`config.mk`:
```
export PLATFORM = sky130hd
export DESIGN_NAME = lprtc_top
export DESIGN_NICKNAME = d
export VERILOG_FILES = /design/src/rtl/lprtc_pkg.sv /design/src/rtl/lprtc_wr_sync.sv /design/src/rtl/lprtc_fsm.sv /design/src/rtl/lprtc_timer.sv /design/src/rtl/lprtc_top.sv
export SDC_FILE = /design/constraint.sdc
export NUM_CORES = 1
export LEC_CHECK = 0
export BUFFER_PORTS_ARGS = -buffer_cell sky130_fd_sc_hd__clkbuf_2
export CORE_MARGIN = 2
export CORE_UTILIZATION = 29
export CTS_BUF_LIST = sky130_fd_sc_hd__clkbuf_4 sky130_fd_sc_hd__clkbuf_8 sky130_fd_sc_hd__clkbuf_16
export DETAILED_ROUTE_END_ITERATION = 16
export GPL_TIMING_DRIVEN = 0
export PLACE_DENSITY = 0.47
export REMOVE_ABC_BUFFERS = 1
export SLEW_MARGIN = 0
export SYNTH_ARGS = -nofsm -noshare
export SYNTH_HDL_FRONTEND = slang
export SYNTH_SLANG_ARGS = --single-unit
export TNS_END_PERCENT = 10
```
`constraint.sdc`:
```
create_clock -name clk -period 2.6 [get_ports clk]
set_input_delay 0.26 -clock clk [delete_from_list [all_inputs] [get_ports clk]]
set_output_delay 0.26 -clock clk [all_outputs]
set_load 0.005 [all_outputs]
```
`src/rtl/lprtc_pkg.sv`:
```
package lprtc_pkg;
   localparam logic [31:0] GUARD_KEY = 32'h4173_6166;

   localparam logic [7:0] OFS_SEC   = 8'h00;
   localparam logic [7:0] OFS_FRAC  = 8'h04;
   localparam logic [7:0] OFS_ALARM = 8'h08;
   localparam logic [7:0] OFS_MONO  = 8'h0C;
   localparam logic [7:0] OFS_CTRL  = 8'h10;
   localparam logic [7:0] OFS_STAT  = 8'h14;
   localparam logic [7:0] OFS_GUARD = 8'h18;
   localparam logic [7:0] OFS_HSHK  = 8'h1C;

   localparam int CB_RUN   = 3;
   localparam int CB_ARM   = 4;
   localparam int CB_IE    = 7;
   localparam int CB_LOCKT = 8;
   localparam int CB_LOCKM = 9;
   localparam int CB_NVX   = 14;
   localparam int CB_INX   = 15;

   localparam int SB_NOKEY = 1;
   localparam int SB_ALM   = 3;
   localparam int SB_MWRAP = 4;
   localparam int SB_TWRAP = 5;
   localparam int SB_MODE  = 10;
   localparam int SB_NVX   = 14;
   localparam int SB_INX   = 15;

   localparam int HB_DONE  = 19;
   localparam int HB_PEND  = 21;

   typedef enum logic [1:0] {
      ST_INIT     = 2'd0,
      ST_NONVALID = 2'd1,
      ST_VALID    = 2'd2
   } lp_state_e;
endpackage

```
`src/rtl/lprtc_wr_sync.sv`:
```
module lprtc_wr_sync #(
   parameter int AW         = 6,
   parameter int SYNC_TICKS = 3
) (
   input  logic          clk,
   input  logic          rst_n,
   input  logic          slow_tick,
   input  logic          req,
   input  logic          done_clr,
   input  logic [AW-1:0] req_addr,
   input  logic [31:0]   req_data,
   output logic          pend,
   output logic          done,
   output logic          apply,
   output logic [AW-1:0] ap_addr,
   output logic [31:0]   ap_data
);
   always_ff @(posedge clk or negedge rst_n) begin
      if (!rst_n) begin
         pend    <= 1'b0;
         done    <= 1'b0;
         ap_addr <= '0;
         ap_data <= '0;
      end else begin
         if (req && !pend) begin
            pend    <= 1'b1;
            ap_addr <= req_addr;
            ap_data <= req_data;
         end else if (apply) begin
            pend <= 1'b0;
         end
         done <= apply | (done & ~done_clr);
      end
   end

   generate
      if (SYNC_TICKS == 1) begin : g_direct
         assign apply = pend & slow_tick;
      end else begin : g_count
         localparam int CW = $clog2(SYNC_TICKS);
         logic [CW-1:0] ticks_q;
         always_ff @(posedge clk or negedge rst_n) begin
            if (!rst_n)         ticks_q <= '0;
            else if (!pend)     ticks_q <= '0;
            else if (slow_tick) ticks_q <= ticks_q + CW'(1);
         end
         assign apply = pend & slow_tick & (ticks_q == CW'(SYNC_TICKS - 1));
      end
   endgenerate
endmodule

```
`src/rtl/lprtc_fsm.sv`:
```
module lprtc_fsm
   import lprtc_pkg::*;
(
   input  logic      clk,
   input  logic      rst_n,
   input  logic      ctrl_wr,
   input  logic      req_init_exit,
   input  logic      req_nv_exit,
   input  logic      req_run,
   input  logic      guard_ok,
   output lp_state_e state,
   output logic      init_exit_evt,
   output logic      nv_exit_evt
);
   always_comb begin
      init_exit_evt = ctrl_wr && guard_ok && (state == ST_INIT) && req_init_exit;
      nv_exit_evt   = ctrl_wr && guard_ok && (state == ST_NONVALID) &&
                      req_nv_exit && req_run;
   end

   always_ff @(posedge clk or negedge rst_n) begin
      if (!rst_n)             state <= ST_INIT;
      else if (init_exit_evt) state <= ST_NONVALID;
      else if (nv_exit_evt)   state <= ST_VALID;
   end
endmodule

```
`src/rtl/lprtc_timer.sv`:
```
module lprtc_timer #(
   parameter int FRAC_W = 15
) (
   input  logic              clk,
   input  logic              rst_n,
   input  logic              advance,
   input  logic              load,
   input  logic [31:0]       load_secs,
   input  logic [31:0]       alarm_secs,
   input  logic              arm,
   output logic [31:0]       secs,
   output logic [FRAC_W-1:0] frac,
   output logic              alarm_evt,
   output logic              wrap_evt
);
   localparam int TW = 32 + FRAC_W;

   logic [TW-1:0] cnt_q;
   logic [TW-1:0] cnt_nx;

   assign cnt_nx = cnt_q + TW'(1);
   assign secs   = cnt_q[TW-1:FRAC_W];
   assign frac   = cnt_q[FRAC_W-1:0];

   always_comb begin
      alarm_evt = advance && !load && arm &&
                  (cnt_nx[FRAC_W-1:0] == '0) && (cnt_nx[TW-1:FRAC_W] == alarm_secs);
      wrap_evt  = advance && !load && (&cnt_q);
   end

   always_ff @(posedge clk or negedge rst_n) begin
      if (!rst_n)       cnt_q <= '0;
      else if (load)    cnt_q <= {load_secs, {FRAC_W{1'b0}}};
      else if (advance) cnt_q <= cnt_nx;
   end
endmodule

```
`src/rtl/lprtc_top.sv`:
```
module lprtc_top
   import lprtc_pkg::*;
#(
   parameter int FRAC_W     = 15,
   parameter int MONO_W     = 32,
   parameter int SYNC_TICKS = 3,
   parameter int AW         = 6,
   parameter int SEC_MODE   = 0
) (
   input  logic          clk,
   input  logic          rst_n,
   input  logic          slow_tick,
   input  logic          bus_we,
   input  logic [AW-1:0] bus_addr,
   input  logic [31:0]   bus_wdata,
   output logic [31:0]   bus_rdata,
   output logic          irq
);
   generate
      if (FRAC_W < 1 || FRAC_W > 32) begin : g_bad_frac
         $error("lprtc_top: FRAC_W must lie in 1..32");
      end
      if (MONO_W < 1 || MONO_W > 32) begin : g_bad_mono
         $error("lprtc_top: MONO_W must lie in 1..32");
      end
      if (SYNC_TICKS < 1) begin : g_bad_sync
         $error("lprtc_top: SYNC_TICKS must be at least 1");
      end
      if (AW < 5 || AW > 8) begin : g_bad_aw
         $error("lprtc_top: AW must lie in 5..8");
      end
      if (SEC_MODE < 0 || SEC_MODE > 2) begin : g_bad_mode
         $error("lprtc_top: SEC_MODE must be 0, 1 or 2");
      end
   endgenerate

   localparam logic [1:0] MODE_BITS = 2'(SEC_MODE);

   function automatic logic is_slow_reg(input logic [AW-1:0] a);
      return (a == OFS_SEC[AW-1:0])  || (a == OFS_ALARM[AW-1:0]) ||
             (a == OFS_MONO[AW-1:0]) || (a == OFS_CTRL[AW-1:0])  ||
             (a == OFS_GUARD[AW-1:0]);
   endfunction

   // bus-side write handshake
   logic          pend, done, apply;
   logic [AW-1:0] ap_addr;
   logic [31:0]   ap_data;
   logic          done_clr;

   assign done_clr = bus_we && (bus_addr == OFS_HSHK[AW-1:0]) && bus_wdata[HB_DONE];

   lprtc_wr_sync #(.AW(AW), .SYNC_TICKS(SYNC_TICKS)) i_sync (
      .clk, .rst_n, .slow_tick,
      .req      (bus_we && is_slow_reg(bus_addr)),
      .done_clr,
      .req_addr (bus_addr),
      .req_data (bus_wdata),
      .pend, .done, .apply, .ap_addr, .ap_data
   );

   logic ap_sec, ap_alarm, ap_mono, ap_ctrl, ap_guard;
   assign ap_sec   = apply && (ap_addr == OFS_SEC[AW-1:0]);
   assign ap_alarm = apply && (ap_addr == OFS_ALARM[AW-1:0]);
   assign ap_mono  = apply && (ap_addr == OFS_MONO[AW-1:0]);
   assign ap_ctrl  = apply && (ap_addr == OFS_CTRL[AW-1:0]);
   assign ap_guard = apply && (ap_addr == OFS_GUARD[AW-1:0]);

   // slow-side registers
   logic [31:0]       ctrl_q, alarm_q, guard_q;
   logic [MONO_W-1:0] mono_q;
   logic              guard_ok;

   assign guard_ok = (guard_q == GUARD_KEY);

   lp_state_e state;
   logic      init_exit_evt, nv_exit_evt;

   lprtc_fsm i_fsm (
      .clk, .rst_n,
      .ctrl_wr       (ap_ctrl),
      .req_init_exit (ap_data[CB_INX]),
      .req_nv_exit   (ap_data[CB_NVX]),
      .req_run       (ap_data[CB_RUN]),
      .guard_ok,
      .state, .init_exit_evt, .nv_exit_evt
   );

   logic [31:0]       secs;
   logic [FRAC_W-1:0] frac;
   logic              alarm_evt, twrap_evt;

   lprtc_timer #(.FRAC_W(FRAC_W)) i_timer (
      .clk, .rst_n,
      .advance    ((state == ST_VALID) && ctrl_q[CB_RUN] && slow_tick),
      .load       (ap_sec && !ctrl_q[CB_LOCKT]),
      .load_secs  (ap_data),
      .alarm_secs (alarm_q),
      .arm        (ctrl_q[CB_ARM]),
      .secs, .frac, .alarm_evt,
      .wrap_evt   (twrap_evt)
   );

   logic mono_inc, mwrap_evt;
   assign mono_inc  = ap_mono && !ctrl_q[CB_LOCKM];
   assign mwrap_evt = mono_inc && (&mono_q);

   always_ff @(posedge clk or negedge rst_n) begin
      if (!rst_n) begin
         ctrl_q  <= '0;
         alarm_q <= '0;
         guard_q <= '0;
         mono_q  <= '0;
      end else begin
         if (ap_ctrl)  ctrl_q  <= ap_data;
         if (ap_alarm) alarm_q <= ap_data;
         if (ap_guard) guard_q <= ap_data;
         if (mono_inc) mono_q  <= mono_q + MONO_W'(1);
      end
   end

   // sticky flags, write-one-to-clear
   logic stat_wr;
   logic f_alm, f_mwrap, f_twrap, f_nvx, f_inx;
   assign stat_wr = bus_we && (bus_addr == OFS_STAT[AW-1:0]);

   always_ff @(posedge clk or negedge rst_n) begin
      if (!rst_n) begin
         f_alm   <= 1'b0;
         f_mwrap <= 1'b0;
         f_twrap <= 1'b0;
         f_nvx   <= 1'b0;
         f_inx   <= 1'b0;
      end else begin
         f_alm   <= alarm_evt     | (f_alm   & ~(stat_wr & bus_wdata[SB_ALM]));
         f_mwrap <= mwrap_evt     | (f_mwrap & ~(stat_wr & bus_wdata[SB_MWRAP]));
         f_twrap <= twrap_evt     | (f_twrap & ~(stat_wr & bus_wdata[SB_TWRAP]));
         f_nvx   <= nv_exit_evt   | (f_nvx   & ~(stat_wr & bus_wdata[SB_NVX]));
         f_inx   <= init_exit_evt | (f_inx   & ~(stat_wr & bus_wdata[SB_INX]));
      end
   end

   assign irq = f_alm & ctrl_q[CB_IE];

   // read mux
   always_comb begin
      bus_rdata = '0;
      case (bus_addr)
         OFS_SEC[AW-1:0]:   bus_rdata = secs;
         OFS_FRAC[AW-1:0]:  bus_rdata[31 -: FRAC_W] = frac;
         OFS_ALARM[AW-1:0]: bus_rdata = alarm_q;
         OFS_MONO[AW-1:0]:  bus_rdata = 32'(mono_q);
         OFS_CTRL[AW-1:0]:  bus_rdata = ctrl_q;
         OFS_STAT[AW-1:0]: begin
            bus_rdata[SB_NOKEY]          = !guard_ok;
            bus_rdata[SB_ALM]            = f_alm;
            bus_rdata[SB_MWRAP]          = f_mwrap;
            bus_rdata[SB_TWRAP]          = f_twrap;
            bus_rdata[SB_MODE+1:SB_MODE] = MODE_BITS;
            bus_rdata[SB_NVX]            = f_nvx;
            bus_rdata[SB_INX]            = f_inx;
         end
         OFS_GUARD[AW-1:0]: bus_rdata = guard_q;
         OFS_HSHK[AW-1:0]: begin
            bus_rdata[HB_PEND] = pend;
            bus_rdata[HB_DONE] = done;
         end
         default:           bus_rdata = '0;
      endcase
   end
endmodule

```
==> results of run 1 <==
## synthesized netlist by cell type (7+ instances only)
cell      number
a211oi_1       8
a21oi_1       18
a22o_1        14
a22oi_1       24
a31oi_1        8
and2_1         7
and3_1        18
and4_1        12
clkbuf_1      67
dfrtp_1      224
inv_1         11
mux2_2       135
mux2i_1       28
mux4_2        10
nand2_1      123
nand3_1       43
nand4_1       37
nor2_1        60
nor2b_1        9
nor3_1        20
nor4_1        13
o21ai_0       63
o21ai_1        7
or3_1         14
xnor2_1       73
xor2_1        45
## cell usage in the layout, fill, tap and decap left out, types with 5 or more instances in the layout
cell	instances
clkbuf_16	25
nor2b_1	6
xnor2_1	72
a211oi_1	8
dlygate4sd3_1	31
and3_1	15
a22oi_1	24
nand2_1	120
xor2_1	45
mux2_2	135
nor2_1	53
dfrtp_1	205
dfrtp_2	19
clkinv_2	5
mux2i_1	28
nand3_1	41
nor4_1	7
mux4_2	10
a21oi_1	18
clkbuf_4	14
nor3_1	13
o21ai_0	58
buf_6	10
o21ai_1	10
nand4_1	37
inv_1	11
and4_1	8
a22o_1	14
buf_4	49
or3_1	10
a31oi_1	8
nor3_2	6
clkbuf_2	70
buf_8	8
## where the power goes
| part | switching, mW | internal [mW] |
|---|---|---|
| logic | 1.30 | 1.57 |
| registers | 1.33 | 4.33 |
| clock network | 1.47 | 1.93 |
| total | 4.10 | 7.82 |
## what timing repair did
action                                 CTS  global route
hold buffers                            31             0
gates resized for setup                 69            34
pin swaps                               21            16
endpoints found under the hold margin   76             0
setup endpoints to repair              113            53
buffers inserted                        24            26
## registers in the layout, summed over array words and instances, names as in the netlist, 6 cells and up
register,cells
i_sync.ap_data,32
guard_q,32
i_sync.ap_addr,6
alarm_q,32
ctrl_q,32
i_timer.cnt_q,47
mono_q,32
## worst max-delay path: cells and delay by family (launching register included)
kind / cells / cell delay, ns
and+or+nand+nor: 6 / 1.97
AOI/OAI and AO/OA: 1 / 0.19
DFF: 1 / 0.44
xor gates and xnor gates: 1 / 0.16
## cell type report
class                           count  area, um^2
Clock inverter                      5       25.02
Inverter                           11       41.29
Sequential cell                   224        5629
Fill cell                        4184       26660
Clock buffer                       38       729.5
Tap cell                          539       674.4
Timing Repair Buffer              176        1420
Multi-Input combinational cell    853        6584
## metrics by stage
stage	std cells	TNS, ns	setup WS, ns	cell area [um^2]
finish	1846	-0.8359	-0.2508	15100
global route	1846	-3.101	-0.3662	15100
CTS	1820	-3.685	-0.2675	14810
detailed placement	1722	-67.39	-1.427	13290
global placement	1701	-1661.81	-9.066	12910
floorplan	1088	-287.32	-4.273	11870
## logic make-up (layout without fill, tap and decap cells)
logic type                 Yosys count  in the layout  synth area share (%)
and+or+nand+nor                    388            388                 16.51
DFF                                224            224                 45.89
muxes                              173            173                 16.58
AOI/OAI and AO/OA                  171            171                 9.056
xor gates and xnor gates           118            118                 8.461
buffers and inverters               94            230                 3.186
adders and majority gates            3              3                0.3073
## layer usage
| metal | track usage [%] | routed length [um] | vias to the layer above |
|---|---|---|---|
| met5 | 0 | 0 | - |
| met4 | 6.921 | 1355 | 0 |
| met3 | 1.864 | 1297 | 67 |
| met2 | 29.93 | 19020 | 189 |
| met1 | 26.24 | 18940 | 4902 |
| li1 | - | - | 4457 |
## worst paths after layout
kind                                   start  cells after the start                 end  slack, ns
max                        i_timer.cnt_q[19]                      8               f_alm      -0.25
min                            bus_wdata[19]                      2  i_sync.ap_data[19]       0.02
max reg2reg                i_timer.cnt_q[19]                      8               f_alm      -0.25
min reg2reg                            f_nvx                      1               f_nvx       0.48
max in group asynchronous              rst_n                      3   i_timer.cnt_q[13]       1.41
min in group asynchronous              rst_n                      2   i_sync.ap_addr[2]       0.25
==> run_results.csv, run 1 <==
group,metric,value,unit
layout,antenna_cells,0,
layout,drive_gt1_share,31.91,%
placed_design,gp_congestion,0.8769,
drt,viasPerCell,5.209,
synthesis,synth_area_leaders,"dfrtp_1, mux2_2, xnor2_1",
die,core,41760,um^2
die,die_y,209.2,um
global_route,grt_use_total,18.70,%
sta,slew_headroom,40.83,%
sta,final.min_clock_period,2.851,ns
global_route,grt_overflow_total,0,
job,max_cap_violations,0,
synthesis,netlist_instances,1171,
synthesis,synth_area_per_cell,10.43,um^2
die,start_util,29.25,%
critical_path,endpoint_kind,"flip-flop",
sta,worst_pin_slew,0.8794,ns
global_route,grt_pass1_vias,9616,
clock_tree,cts_buffer_depth,3,
critical_path,path_common_cell,"nand4_1",
synthesis,seq_area_frac_synth,45.89,%
layout,final_nets,1336,
critical_path,cp-start-kind,"flip-flop",
clock_tree,cts.sinks,224,
critical_path,cp_slowest_stage_delay,0.57,ns
sta,drv_slew,0,
sta,clock-skew-final,0.01093,ns
global_route,grt_pass1_wl,61970,um
drt,ant_nets,0,
synthesis,synth_edf_count,0,
synthesis,syn-cell-area,12210,um^2
layout,area_delta_synth_final,23.65,%
synthesis,synthArstFlopShare,100.0,%
clock_tree,cts.clk_slew.worst_paths,0.06,ns
critical_path,critPathArrivalTime,3.33,ns
drt,drc,0,
power_and_ir_drop,power.total,11.92,mW
drt,finalWirelength,40610,um
critical_path,worstPathRequired,3.08,ns
synthesis,yosys_warnings,0,
global_route,grt_max_degree,99,
sta,hold_viol,0,
synthesis,yosys_most_used_dff,"dfrtp_1",
sta,hold_ws,0.02122,ns
outcome,status,"finished with violations",
placed_design,dp_hpwl,29050,um
drt,vias,9615,
clock_tree,cts-buffers-inserted,25,
drt,drt_pass1_iterations,5,
sta,setup_viol,11,
die,fp.dieW,209.2,um
sta,fin_ws,-0.2508,ns
power_and_ir_drop,peakVddDrop,445.1,uV
synthesis,synth_top_area_share,45.89,%
die,io_pins,75,
synthesis,synth_top_area_cell,"dfrtp_1",
clock_tree,cts_root_buf,"clkbuf_16",
die,die_area,43780,um^2
global_route,antenna_found_initial,0,
clock_tree,htreeDepth,1,
critical_path,crit_path_max_fanout,8,
clock_tree,worst_skew_pair.late_latency,0.54,ns
outcome,failed_checks,"setup timing",
drt,drtIter0Drc,562,
critical_path,crit_slowest_cell,"or4_4",
synthesis,synthDistinctLibCells,60,
power_and_ir_drop,power_density,789.3,nW/um^2
sta,rsz0062_at_grt,"yes",
power_and_ir_drop,p_leak,6.674,nW
die,num_rows,75,
clock_tree,cts_tree,"yes",
min_path,hold_class,"input pin to flip-flop",
sta,timing.fmax,350.8,MHz
layout,fin_util,36.17,%
drt,wire_per_inst,22.00,um
placed_design,portBuffers,74,
critical_path,cp_cell_sequence,"nand4_1, or3_4, or4_4, nor3_4, xnor2_2, nand4_1, nor4_2, a41o_1",
sta,min_period_over_period,109.6,%
critical_path,criticalPathCategory,"flip-flop to flip-flop",
synthesis,synth_seq_cells,224,
No activity file was read; power rests on OpenSTA's default activity.
==> run 2: changes to the inputs <==
--- a/config.mk
+++ b/config.mk
@@ -8,7 +8,6 @@
 export BUFFER_PORTS_ARGS = -buffer_cell sky130_fd_sc_hd__clkbuf_2
 export CORE_MARGIN = 2
 export CORE_UTILIZATION = 29
-export CTS_BUF_LIST = sky130_fd_sc_hd__clkbuf_4 sky130_fd_sc_hd__clkbuf_8 sky130_fd_sc_hd__clkbuf_16
 export DETAILED_ROUTE_END_ITERATION = 16
 export GPL_TIMING_DRIVEN = 0
 export PLACE_DENSITY = 0.47
==> run 2 against run 1 <==
Sequential cell count stayed put. Power is 0.98% lower. Design area is 0.30% lower. Worst setup slack worse by 0.0097 ns. The run still ends with setup timing left. Critical path type unchanged. First-iteration DRC count is 9.4% higher. Highest routed layer unchanged.
==> run_results.csv, run 2 (synthesized netlist as in run 1, its figures left out) <==
group,metric,value,unit
min_path,hold_end,"i_sync.ap_data[19]",
clock_tree,worst_skew_pair.late_latency,0.54,ns
sta,rsz0062_at_grt,"yes",
layout,area_delta_synth_final,23.28,%
critical_path,worstPathRequired,3.08,ns
power_and_ir_drop,peakVddDrop,448.6,uV
global_route,grt_pass1_vias,9608,
global_route,grt_use_total,18.70,%
critical_path,r2r_cells,8,
sta,clock-skew-final,0.007755,ns
min_path,hold_depth,2,
critical_path,r2r_slack,-0.26,ns
drt,drt_pass1_iterations,4,
placed_design,portBuffers,74,
drt,wire_per_inst,21.99,um
critical_path,crit_path_max_fanout,8,
power_and_ir_drop,p_seq_share,47.9,%
critical_path,cp-start-kind,"flip-flop",
layout,fin_util,36.06,%
placed_design,gp_congestion,0.8769,
layout,layout_common_cells,"dfrtp_1, mux2_2, nand2_1",
placed_design,dp_hpwl,29050,um
clock_tree,cts_buffer_depth,3,
drt,drc,0,
critical_path,worstReg2RegEnd,"f_alm",
clock_tree,cts.sinks,224,
power_and_ir_drop,combPwrFrac,24.3,%
die,die_area,43780,um^2
die,num_rows,75,
sta,slew_headroom,39.92,%
clock_tree,cts_tree,"yes",
critical_path,endpoint_kind,"flip-flop",
layout,mostFrequentLayoutCell,"dfrtp_1",
layout,regMostFlops,"i_timer.cnt_q",
die,start_util,29.25,%
sta,final.min_clock_period,2.861,ns
global_route,grt_overflow_total,0,
drt,finalWirelength,40600,um
sta,drv_slew,0,
sta,setup_viol,15,
power_and_ir_drop,switchingPower,4.111,mW
sta,min_period_over_period,110.0,%
drt,vias,9632,
clock_tree,htreeDepth,1,
die,io_pins,75,
critical_path,criticalPathCategory,"flip-flop to flip-flop",
power_and_ir_drop,p_leak,6.632,nW
sta,timing.fmax,349.6,MHz
critical_path,rr_startpoint,"i_timer.cnt_q[19]",
layout,antenna_cells,0,
layout,fillers,4186,
power_and_ir_drop,p_sw_share,34.82,%
layout,largest_register_ffs,47,
sta,hold_viol,0,
power_and_ir_drop,p_int,7.694,mW
layout,drive_gt1_share,30.99,%
power_and_ir_drop,power_density,783.9,nW/um^2
sta,hold_ws,0.02617,ns
clock_tree,cts_root_buf,"clkbuf_16",
die,fp.dieW,209.2,um
min_path,hp-start,"bus_wdata[19]",
sta,fin_ws,-0.2605,ns
clock_tree,cts.clk_slew.worst_paths,0.06,ns
drt,viasPerCell,5.218,
die,die_y,209.2,um
sta,worst_pin_slew,0.8929,ns
drt,drtIter0Drc,615,
clock_tree,cts-buffers-inserted,25,
power_and_ir_drop,clock_power_share,27.7,%
critical_path,critPathArrivalTime,3.34,ns
job,max_cap_violations,0,
global_route,grt_max_degree,99,
drt,ant_nets,0,
outcome,failed_checks,"setup timing",
die,core,41760,um^2
outcome,status,"finished with violations",
global_route,antenna_found_initial,0,
layout,final_nets,1336,
global_route,grt_pass1_wl,61980,um
min_path,hold_class,"input pin to flip-flop",
## run 2: cell counts in the layout (fill, tap and decap cells not counted)
No cell type changed its count.
## run 2: how the worst max path moves through the flow
stage | to | from | cells after the start | slack, ns
finish | f_alm | i_timer.cnt_q[19] | 8 | -0.26
global route | f_alm | i_timer.cnt_q[19] | 8 | -0.37
CTS | f_alm | i_timer.cnt_q[2] | 8 | -0.27
detailed placement | f_alm | i_timer.cnt_q[8] | 8 | -1.43
global placement | i_timer.cnt_q[29] | i_sync.g_count.ticks_q[0] | 6 | -9.07
floorplan | i_timer.cnt_q[22] | i_sync.g_count.ticks_q[0] | 6 | -4.27
## run 2: stage by stage
stage / instance area [um^2] / cells / total power [mW] / TNS [ns] / setup WS, ns
2_1_floorplan: 11870 / 1088 / 7.108 / -287.32 / -4.273
3_3_place_gp: 12910 / 1701 / 8.258 / -1661.81 / -9.066
3_5_place_dp: 13290 / 1722 / 8.331 / -67.39 / -1.427
4_1_cts: 14760 / 1820 / 11.79 / -3.677 / -0.2668
5_1_grt: 15060 / 1846 / 12.47 / -3.113 / -0.3665
6_report: 15060 / 1846 / 11.80 / -0.9310 / -0.2605
## run 2: final cells by class
| type | count | area, um^2 | share of cell area (%) |
|---|---|---|---|
| Timing Repair Buffer | 176 | 1420 | 9.431 |
| Sequential cell | 224 | 5629 | 37.38 |
| Clock buffer | 38 | 684.4 | 4.545 |
| Multi-Input combinational cell | 853 | 6584 | 43.72 |
| Clock inverter | 5 | 25.02 | 0.1662 |
| Inverter | 11 | 41.29 | 0.2742 |
| Tap cell | 539 | 674.4 | 4.479 |
## run 2: layer usage
layer	part of all wire (%)	vias to the layer above	track usage (%)
li1	-	4467	-
met4	3.2	0	6.921
met3	3.0	65	1.864
met1	47	4914	26.29
met5	0	-	0
met2	47	186	29.89
## run 2: repair_timing
item                                    in CTS  in global routing
hold endpoints to repair                    76                  0
setup buffers                               24                 26
endpoints found under the setup margin     113                 59
pin swaps                                   21                 16
gates resized for setup                     68                 35
hold buffers                                31                  0
## run 2: worst max-delay path, stage by stage (launching register included)
cell and delay, ns:
dfrtp_2 0.44, nand4_1 0.26, or3_4 0.45, or4_4 0.57, nor3_4 0.30, xnor2_2 0.17
nand4_1 0.13, nor4_2 0.28, a41o_1 0.19
## run 2: power by group through the flow
stage / Combinational [mW] / Clock [mW] / Sequential, mW
final: 2.87 / 3.27 / 5.66
after global routing: 3.15 / 3.50 / 5.83
after CTS: 2.76 / 3.36 / 5.67
after detailed placement: 2.62 / 0 / 5.71
after global placement: 2.56 / 0 / 5.69
after floorplan: 1.94 / 0 / 5.16
==> run 3: changes to the inputs <==
--- a/config.mk
+++ b/config.mk
@@ -6,13 +6,13 @@
 export NUM_CORES = 1
 export LEC_CHECK = 0
 export BUFFER_PORTS_ARGS = -buffer_cell sky130_fd_sc_hd__clkbuf_2
+export CORE_ASPECT_RATIO = 0.6
 export CORE_MARGIN = 2
 export CORE_UTILIZATION = 29
 export DETAILED_ROUTE_END_ITERATION = 16
 export GPL_TIMING_DRIVEN = 0
-export PLACE_DENSITY = 0.47
+export PLACE_DENSITY = 0.46
 export REMOVE_ABC_BUFFERS = 1
-export SLEW_MARGIN = 0
 export SYNTH_ARGS = -nofsm -noshare
 export SYNTH_HDL_FRONTEND = slang
 export SYNTH_SLANG_ARGS = --single-unit
==> run 3 against run 2 <==
The flow still finishes with violations (setup timing). Critical path type is now flip-flop to output port. Clock skew rose by 0.011 ns. First-iteration DRC count rose by 68%. Register-to-register slack improved by 0.07 ns. Critical endpoint is now bus_rdata[1].
==> run_results.csv, run 3 (synthesized netlist as in run 1, its figures left out) <==
group,metric,value,unit
critical_path,worstReg2RegEnd,"f_alm",
drt,finalWirelength,43860,um
power_and_ir_drop,p_leak,6.837,nW
clock_tree,cts.sinks,224,
sta,fin_ws,-0.3277,ns
layout,final_area,15450,um^2
layout,drive_gt1_share,33.58,%
clock_tree,worst_skew_pair.late_latency,0.55,ns
global_route,grt_pass1_vias,9607,
power_and_ir_drop,peakVddDrop,349.3,uV
sta,tns,-0.8714,ns
layout,mostFrequentLayoutCell,"dfrtp_1",
die,core,41730,um^2
critical_path,endpoint_kind,"output port",
die,io_pins,75,
critical_path,criticalPathCategory,"flip-flop to output port",
die,fp.dieW,268.9,um
min_path,hold_end,"i_sync.ap_data[3]",
critical_path,rr_startpoint,"i_sync.g_count.ticks_q[0]",
sta,drv_slew,0,
layout,layout_common_cells,"dfrtp_1, mux2_2, nand2_1",
power_and_ir_drop,power.total,12.22,mW
drt,wire_per_inst,23.08,um
clock_tree,cts.clk_slew.worst_paths,0.07,ns
min_path,hold_depth,2,
layout,largest_register_ffs,47,
critical_path,cp_slowest_stage_delay,0.48,ns
die,start_util,29.27,%
clock_tree,cts-buffers-inserted,24,
critical_path,crit_path_max_fanout,2,
placed_design,placed_cell_area,13340,um^2
drt,drtIter0Drc,1032,
sta,hold_viol,0,
placed_design,gp_congestion,0.9121,
layout,fin_util,37.03,%
critical_path,r2r_cells,12,
drt,drt_pass1_iterations,5,
critical_path,critPathTopFamily,"simple AND/OR/NAND/NOR gates",
sta,timing.fmax,341.6,MHz
clock_tree,cts_root_buf,"clkbuf_16",
critical_path,critPathArrivalTime,2.67,ns
die,die_area,43830,um^2
sta,rsz0062_at_grt,"yes",
sta,setup_viol,8,
critical_path,path_buf_inv,1,
critical_path,cp-start-kind,"flip-flop",
power_and_ir_drop,power_density,790.9,nW/um^2
die,die_y,163.0,um
die,num_rows,58,
critical_path,worstPathRequired,2.34,ns
placed_design,portBuffers,74,
layout,area_delta_synth_final,26.49,%
drt,viasPerCell,5.305,
outcome,failed_checks,"setup timing",
min_path,hold_class,"input pin to flip-flop",
sta,clock-skew-final,0.01845,ns
outcome,status,"finished with violations",
clock_tree,cts_tree,"yes",
global_route,grt_max_degree,106,
drt,vias,10080,
global_route,grt_pass1_wl,64700,um
layout,final_nets,1358,
sta,slew_headroom,37.74,%
sta,min_period_over_period,112.6,%
min_path,hp-start,"bus_wdata[3]",
sta,final.min_clock_period,2.928,ns
clock_tree,htreeDepth,1,
critical_path,r2r_slack,-0.19,ns
placed_design,dp_hpwl,31480,um
layout,regMostFlops,"i_timer.cnt_q",
critical_path,cp_cell_sequence,"nor4bb_4, nand4_1, nor4_4, nor2b_2, a221oi_2, o21ai_1, clkbuf_2",
global_route,grt_use_total,20.07,%
critical_path,crit_slowest_cell,"nor4bb_4",
global_route,grt_overflow_total,0,
clock_tree,cts_buffer_depth,3,
sta,worst_pin_slew,0.9311,ns
job,max_cap_violations,0,
drt,ant_nets,0,
global_route,antenna_found_initial,2,
drt,drc,0,
run 3: cell types whose count changed in the layout (fill, tap and decap cells not counted), moves of 3 or more:
cell      before  now
clkbuf_1      12    6
dfrtp_1      205  200
buf_4         49   66
dfrtp_2       19   24
clkbuf_8       2    7
nor2_2         3    6
nand2_1      120  117
clkinv_2       5    2
buf_6         10   14
nor2_1        53   50
run 3: stage by stage:
stage	std cells	setup WS [ns]	hold WS, ns
global route	1898	-0.3786	0.01810
detailed placement	1754	-1.371	0.1838
floorplan	1088	-4.273	-0.03559
global placement	1732	-9.139	0.4657
finish	1900	-0.3277	0.01649
CTS	1868	-0.2290	0.005463
run 3: final cells by class:
type	count	area (um^2)
Antenna cell	2	5.005
Clock buffer	36	716.9
Clock inverter	5	57.56
Fill cell	4156	26280
Inverter	11	41.29
Multi-Input combinational cell	853	6661
Sequential cell	224	5635
Tap cell	570	713.2
Timing Repair Buffer	199	1619
run 3: worst max-delay path by stage:
stage | to | slack (ns) | startpoint | cells after the start
2_1_floorplan | i_timer.cnt_q[22] | -4.27 | i_sync.g_count.ticks_q[0] | 6
3_3_place_gp | i_timer.cnt_q[40] | -9.14 | i_sync.g_count.ticks_q[0] | 6
3_5_place_dp | f_alm | -1.37 | i_timer.cnt_q[5] | 8
4_1_cts | f_alm | -0.23 | i_timer.cnt_q[0] | 9
5_1_grt | bus_rdata[1] | -0.38 | guard_q[7] | 7
6_report | bus_rdata[1] | -0.33 | guard_q[18] | 7
run 3: repair_timing:
action                     in CTS  in global routing
hold buffers                   31                  0
setup endpoints to repair     116                 66
pin swaps                      28                 24
hold endpoints to repair       57                  0
buffers inserted               42                 36
resized for setup              95                 36
run 3: metal layers:
| metal | up-vias | GRT usage [%] | wire, um |
|---|---|---|---|
| met1 | 5114 | 32.31 | 22100 |
| met2 | 366 | 26.28 | 17140 |
| met4 | 2 | 3.939 | 882 |
| li1 | 4540 | - | - |
| met3 | 58 | 5.035 | 3726 |
| met5 | - | 0 | 9 |
run 3: report_power, final:
part           total [mW]  internal [mW]  switching (mW)
clock                3.49           2.00            1.50
sequential           5.71           4.33            1.38
combinational        3.01           1.59            1.42
